$ cat config.mk
export PLATFORM = sky130hd
export DESIGN_NAME = merge_write_buffer
export DESIGN_NICKNAME = d
export VERILOG_FILES = /design/src/rtl/merge_write_buffer.sv
export SDC_FILE = /design/constraint.sdc
export NUM_CORES = 1
export LEC_CHECK = 0
export BUFFER_PORTS_ARGS = -buffer_cell sky130_fd_sc_hd__buf_4
export CORE_ASPECT_RATIO = 1.1
export CORE_MARGIN = 2
export CORE_UTILIZATION = 42
export CTS_BUF_LIST = sky130_fd_sc_hd__clkbuf_4 sky130_fd_sc_hd__clkbuf_8
export DETAILED_ROUTE_END_ITERATION = 12
export GPL_TIMING_DRIVEN = 0
export HOLD_SLACK_MARGIN = 0.05
export PLACE_DENSITY = 0.68
export SLEW_MARGIN = 20
export SYNTH_ARGS = -nofsm -noshare
export SYNTH_HDL_FRONTEND = slang
export SYNTH_SLANG_ARGS = --single-unit
$ cat constraint.sdc
create_clock -name clk -period 7.5 [get_ports clk]
set_input_delay 0.75 -clock clk [delete_from_list [all_inputs] [get_ports clk]]
set_output_delay 0.75 -clock clk [all_outputs]
set_load 0.005 [all_outputs]
$ cat src/rtl/merge_write_buffer.sv
module merge_write_buffer #(
  parameter int DW      = 32,
  parameter int WORDS   = 4,
  parameter int ENTRIES = 4,
  parameter int AW      = 16
) (
  input  logic                clk,
  input  logic                rst_n,
  input  logic                wr_valid,
  output logic                wr_ready,
  input  logic [AW-1:0]       wr_addr,
  input  logic [DW-1:0]       wr_data,
  input  logic                rd_valid,
  output logic                rd_ready,
  input  logic [AW-1:0]       rd_addr,
  output logic [DW-1:0]       rd_data,
  output logic                mem_valid,
  input  logic                mem_ready,
  output logic                mem_write,
  output logic [AW-1:0]       mem_addr,
  output logic [WORDS*DW-1:0] mem_wdata,
  output logic [WORDS-1:0]    mem_wmask,
  input  logic [DW-1:0]       mem_rdata
);
  localparam int OFF = $clog2(WORDS);
  localparam int BW  = AW - OFF;
  localparam int PW  = $clog2(ENTRIES);
  localparam int CW  = $clog2(ENTRIES + 1);

  logic [BW-1:0]    ent_blk [ENTRIES];
  logic [DW-1:0]    ent_dat [ENTRIES][WORDS];
  logic [WORDS-1:0] ent_msk [ENTRIES];
  logic [PW-1:0]    head;
  logic [CW-1:0]    cnt;
  logic             busy;

  logic [ENTRIES-1:0] live, match;
  logic [PW-1:0]      tail, hidx;
  logic               hit, fhit, drain_offer, drain_done, wr_fire, alloc;
  logic [DW-1:0]      fdat;

  wire [OFF-1:0] wr_word = wr_addr[OFF-1:0];
  wire [BW-1:0]  wr_blk  = wr_addr[AW-1:OFF];
  wire [OFF-1:0] rd_word = rd_addr[OFF-1:0];
  wire [BW-1:0]  rd_blk  = rd_addr[AW-1:OFF];

  for (genvar i = 0; i < ENTRIES; i++) begin : g_ent
    wire [PW-1:0] rel = PW'(i) - head;
    assign live[i]  = CW'(rel) < cnt;
    assign match[i] = live[i] && (ent_blk[i] == wr_blk);
  end

  always_comb begin
    hidx = '0;
    fhit = 1'b0;
    fdat = '0;
    for (int i = 0; i < ENTRIES; i++) begin
      if (match[i]) hidx = PW'(i);
      if (live[i] && ent_blk[i] == rd_blk && ent_msk[i][rd_word]) begin
        fhit = 1'b1;
        fdat = ent_dat[i][rd_word];
      end
    end
  end

  assign hit  = |match;
  assign tail = head + PW'(cnt);

  assign drain_offer = busy || (cnt != '0 && !rd_valid &&
                       (cnt > CW'(1) || (&ent_msk[head]) || !wr_valid));
  assign drain_done  = drain_offer && mem_ready;

  assign wr_ready = hit ? !(hidx == head && drain_offer) : (cnt != CW'(ENTRIES));
  assign wr_fire  = wr_valid && wr_ready;
  assign alloc    = wr_fire && !hit;

  assign mem_write = drain_offer;
  assign mem_valid = drain_offer || (rd_valid && !fhit);
  assign mem_addr  = drain_offer ? {ent_blk[head], {OFF{1'b0}}} : rd_addr;
  assign mem_wmask = ent_msk[head];
  for (genvar w = 0; w < WORDS; w++) begin : g_wd
    assign mem_wdata[w*DW +: DW] = ent_dat[head][w];
  end

  assign rd_data  = fhit ? fdat : mem_rdata;
  assign rd_ready = rd_valid && (fhit || (!drain_offer && mem_ready));

  always_ff @(posedge clk) begin
    if (!rst_n) begin
      head <= '0;
      cnt  <= '0;
      busy <= 1'b0;
      for (int i = 0; i < ENTRIES; i++) ent_msk[i] <= '0;
    end else begin
      busy <= drain_offer && !mem_ready;
      if (drain_done) head <= head + PW'(1);
      cnt <= cnt + CW'(alloc) - CW'(drain_done);
      for (int i = 0; i < ENTRIES; i++) begin
        if (wr_fire && hit && match[i]) ent_msk[i][wr_word] <= 1'b1;
        else if (alloc && PW'(i) == tail) ent_msk[i] <= WORDS'(1) << wr_word;
      end
    end
  end

  always_ff @(posedge clk) begin
    for (int i = 0; i < ENTRIES; i++) begin
      if (wr_fire && ((hit && match[i]) || (!hit && PW'(i) == tail))) begin
        ent_dat[i][wr_word] <= wr_data;
        if (!hit) ent_blk[i] <= wr_blk;
      end
    end
  end

  AST_NO_OVERFLOW: assert property (@(posedge clk) disable iff (!rst_n)
    cnt <= CW'(ENTRIES)) else $error("count overflow");
  AST_ONE_OWNER: assert property (@(posedge clk) disable iff (!rst_n)
    $countones(match) <= 1) else $error("block held twice");
  AST_MASK_NONZERO: assert property (@(posedge clk) disable iff (!rst_n)
    (mem_valid && mem_write) |-> (mem_wmask != '0)) else $error("empty drain");
  AST_DRAIN_HOLD: assert property (@(posedge clk) disable iff (!rst_n)
    (mem_valid && mem_write && !mem_ready) |=> (mem_valid && mem_write &&
      $stable(mem_addr) && $stable(mem_wmask) && $stable(mem_wdata)))
    else $error("drain changed before accept");
  AST_READ_FIRST: assert property (@(posedge clk) disable iff (!rst_n)
    ($past(rd_valid) && rd_valid && !$past(mem_valid && mem_write)) |-> !(mem_valid && mem_write))
    else $error("drain overtook read");
endmodule

==> run summary <==
Outcome - complete, no violations
Number of clock sinks - 592
Die Y - 274.6 um
CP bufs+invs - 3
Clock latency on the worst-skew pair - 0.72 ns
Clock Skew - 0.04953 ns
Final min period - 5.647 ns
Post-synth top cells - edfxtp_1 (584), mux4_2 (276), xnor2_1 (78), clkbuf_1 (59), nand2_1 (53)
Critical path arrival - 4.90 ns
Slew of the pin with the lowest slew margin - 1.169 ns
Worst r2r path cells - 14
Num CTS Buffers - 92
Initial core utilization - 42.26%
Synth warnings - 0
DR vias/cell - 6.399
Share of layout cells above drive strength 1 - 43.10%
PwrDens - 269.8 nW/um2
Final wirelength - 93870 um
Boundary Pins - 285
Sequential Power Share - 45.4%
Post-Syn Nets - 1593
Post-CTS setup buffer count - 0
Post-synth EDFFs - 584
Worst EP required - 6.75 ns
Design area - 33940 um2
CTS tree - done
Root Buffer - clkbuf_8
Fmax - 177.1 MHz
Net Sw Frac - 29.58%
Hold crit path type - primary input to register
Worst R2R End - ent_dat[2][82]
Clock share of power - 29.1%
Pre-CTS setup slack - 2.440 ns
Vias in the first global route - 18.17k
Mapped cell area - 27950 um2
Syn_area_per_cell - 18.87 um2
Yosys cell types - 56
Final nets - 2009
Crit. Startpoint - head[1]
Crit path max fanout - 10
Hold wc startpoint - mem_ready
Most common cell in the netlist - edfxtp_1
Synth-to-Final Area Change - 21.43%
Final period utilization - 75.29%
Placed Area - 32140 um2
Largest net degree at the start of global routing - 17
Std cell rows - 99
Final hold vios - 0
Grt met3 use - 6.301%
Setup TNS Final - 0 ns
Global-route wire length before repair - 130000 um
Syn Inst Count - 1481
Grt ovf - 0
Max_cap viols - 0
Combinational power share - 25.5%
Clock Path Buffers - 3
RSZ-0062 raised after global routing - no
Gpl congestion - 0.8895
DRC viols - 0
Top_reg_cell synth - edfxtp_1
GRT busiest layer - met2
ANT nets after route - 0
Die width - 250.0 um
Hold Path Sink - busy
Clock Pin Slew Worst Setup and Hold Paths - 0.06 ns
Buffers on Ports - 268
Final setup viols - 0
Worst path max stage delay - 1.07 ns
NetSw - 2709 uW
DR WL/cell - 33.15 um
Total global-route track usage - 26.96%
Worst setup path class - register to output port
Design Power - 9159 uW
Top delay family on crit path - simple AND/OR/NAND/NOR gates
Post-cts hold buffer count - 0
Synthesis-stage register bit count - 592
Sequential cell area fraction in the yosys report - 63.31%
Global routing usage on met2 - 44.03%
Hold Path Stages - 2
Post-CTS sizing - 0
DP Wirelength - 65850 um
Drt pass-1 iters - 6
Static Leak - 0.01111 uW
Power Internal - 6450 uW
Post-synth top area share - 62.74%
Flop-to-flop setup slack - 3.12 ns
Maximum VDD drop - 0.0001302 V
CORE AREA - 66150 um2
Ys async rst share - 0%
Initial DRC count - 2560
Die ar. - 68630 um2
Relative slew slack - 21.45%
Reg2reg start - head[0]
End-of-flow core utilization - 51.31%
Leading area contributor after synthesis - edfxtp_1
Worst setup EP type - output port
Crit path launch type - register
Met1 Resource Use GR - 34.75%
Max Slew Vio Count - 0
Htree depth - 3
Synth area leaders - edfxtp_1 (63%), mux4_2 (22%), xnor2_1 (2.4%), xor2_1 (1.3%), a221oi_1 (1.0%)
Final worst slack - 1.853 ns
Vias - 18.12k
Slowest CP cell - nor4_2
Initial antenna violation count - 12
Cells along the critical path - inv_1 -> ha_1 -> nor2b_1 -> o21ai_0 -> nand4_1 -> nor4_2 -> clkbuf_1 -> a21boi_0 -> o21ai_1 -> buf_4
-- cells in the final DEF, fill, tap and decap left out, drive strengths merged, types with 5 or more instances in the layout --
cell | netlist | layout
clkinv | 1 | 41
nor2 | 25 | 25
xnor2 | 78 | 78
diode | 0 | 9
ha | 10 | 10
a221oi | 32 | 32
nor4 | 17 | 17
edfxtp | 584 | 584
mux4 | 276 | 276
clkbuf | 59 | 177
dfxtp | 8 | 8
nor3 | 15 | 15
o21ai | 82 | 82
o31ai | 7 | 7
nand4 | 18 | 18
a21oi | 20 | 20
buf | 48 | 365
and2 | 7 | 7
mux2 | 16 | 16
inv | 10 | 13
a21boi | 35 | 35
xor2 | 41 | 41
nand2 | 53 | 53
nor2b | 5 | 5
-- cells by family (layout without fill, tap and decap cells) --
logic type | Yosys count | count (layout) | share of synthesized area [%]
simple gates | 158 | 158 | 3.053
buf+inv | 118 | 602 | 1.795
fa+ha+maj | 11 | 11 | 0.5193
compound gates | 189 | 189 | 4.638
flops | 592 | 592 | 63.31
xor+xnor | 119 | 119 | 3.729
other cells | 0 | 9 | 0
mux | 294 | 294 | 22.95
-- metrics by stage --
stage          hold WS, ns  cells
2_1_floorplan       0.6128   1481
3_3_place_gp        0.6508   2607
3_5_place_dp        0.6861   2661
4_1_cts             0.2496   2823
5_1_grt             0.2760   2830
6_report            0.2930   2832
-- worst register-to-register path: stages, from the launching register on --
cell	delay, ns
dfxtp_1	0.52
xnor2_1	0.20
inv_1	0.07
ha_1	0.26
nor2b_1	0.12
o21ai_0	0.35
nand4_1	0.26
o21ai_2	0.31
a31oi_1	0.27
nor3_2	0.81
nor3_2	0.27
buf_6	0.23
buf_6	0.15
buf_6	0.14
buf_4	0.18
-- layout make-up --
cell class                 instances  area, um2
fill                            5379      32200
buffer                           107      486.7
clock inverter                    49      337.8
inverter                          11      41.29
antenna                            9      22.52
timing repair buffer             322       2938
multi-input combinational        771       9915
clock buffer                     113       1430
sequential                       592      17700
tap                              858       1074
-- registers in the layout, indices dropped and copies added, names as in the netlist, named ones only --
register  cells
ent_blk      56
cnt           3
ent_dat     512
head          2
ent_msk      16
busy          1
-- power by group through the flow --
stage / registers (uW) / clock network, uW / logic [uW]
global placement: 4240 / 0 / 2160
CTS: 4150 / 2690 / 2330
global route: 4180 / 2820 / 2450
finish: 4150 / 2670 / 2340
detailed placement: 4220 / 0 / 2330
floorplan: 4160 / 0 / 1200
-- per-layer routing --
metal  vias to the layer above  wire length [um]
met3                       265             11130
met2                      1449             45380
met4                         8              4298
li1                       7094                 -
met1                      9306             33020
met5                         -                41
-- how the worst max path moves through the flow --
stage / endpoint / slack [ns] / cells after the start
finish: rd_data[30] / 1.85 / 10
global route: rd_data[30] / 1.69 / 10
CTS: rd_data[30] / 1.86 / 10
detailed placement: rd_data[13] / 2.44 / 9
global placement: ent_dat[2][50] / -1.27 / 10
floorplan: ent_dat[2][0] / 2.56 / 9
No activity file was read; power rests on OpenSTA's default activity.
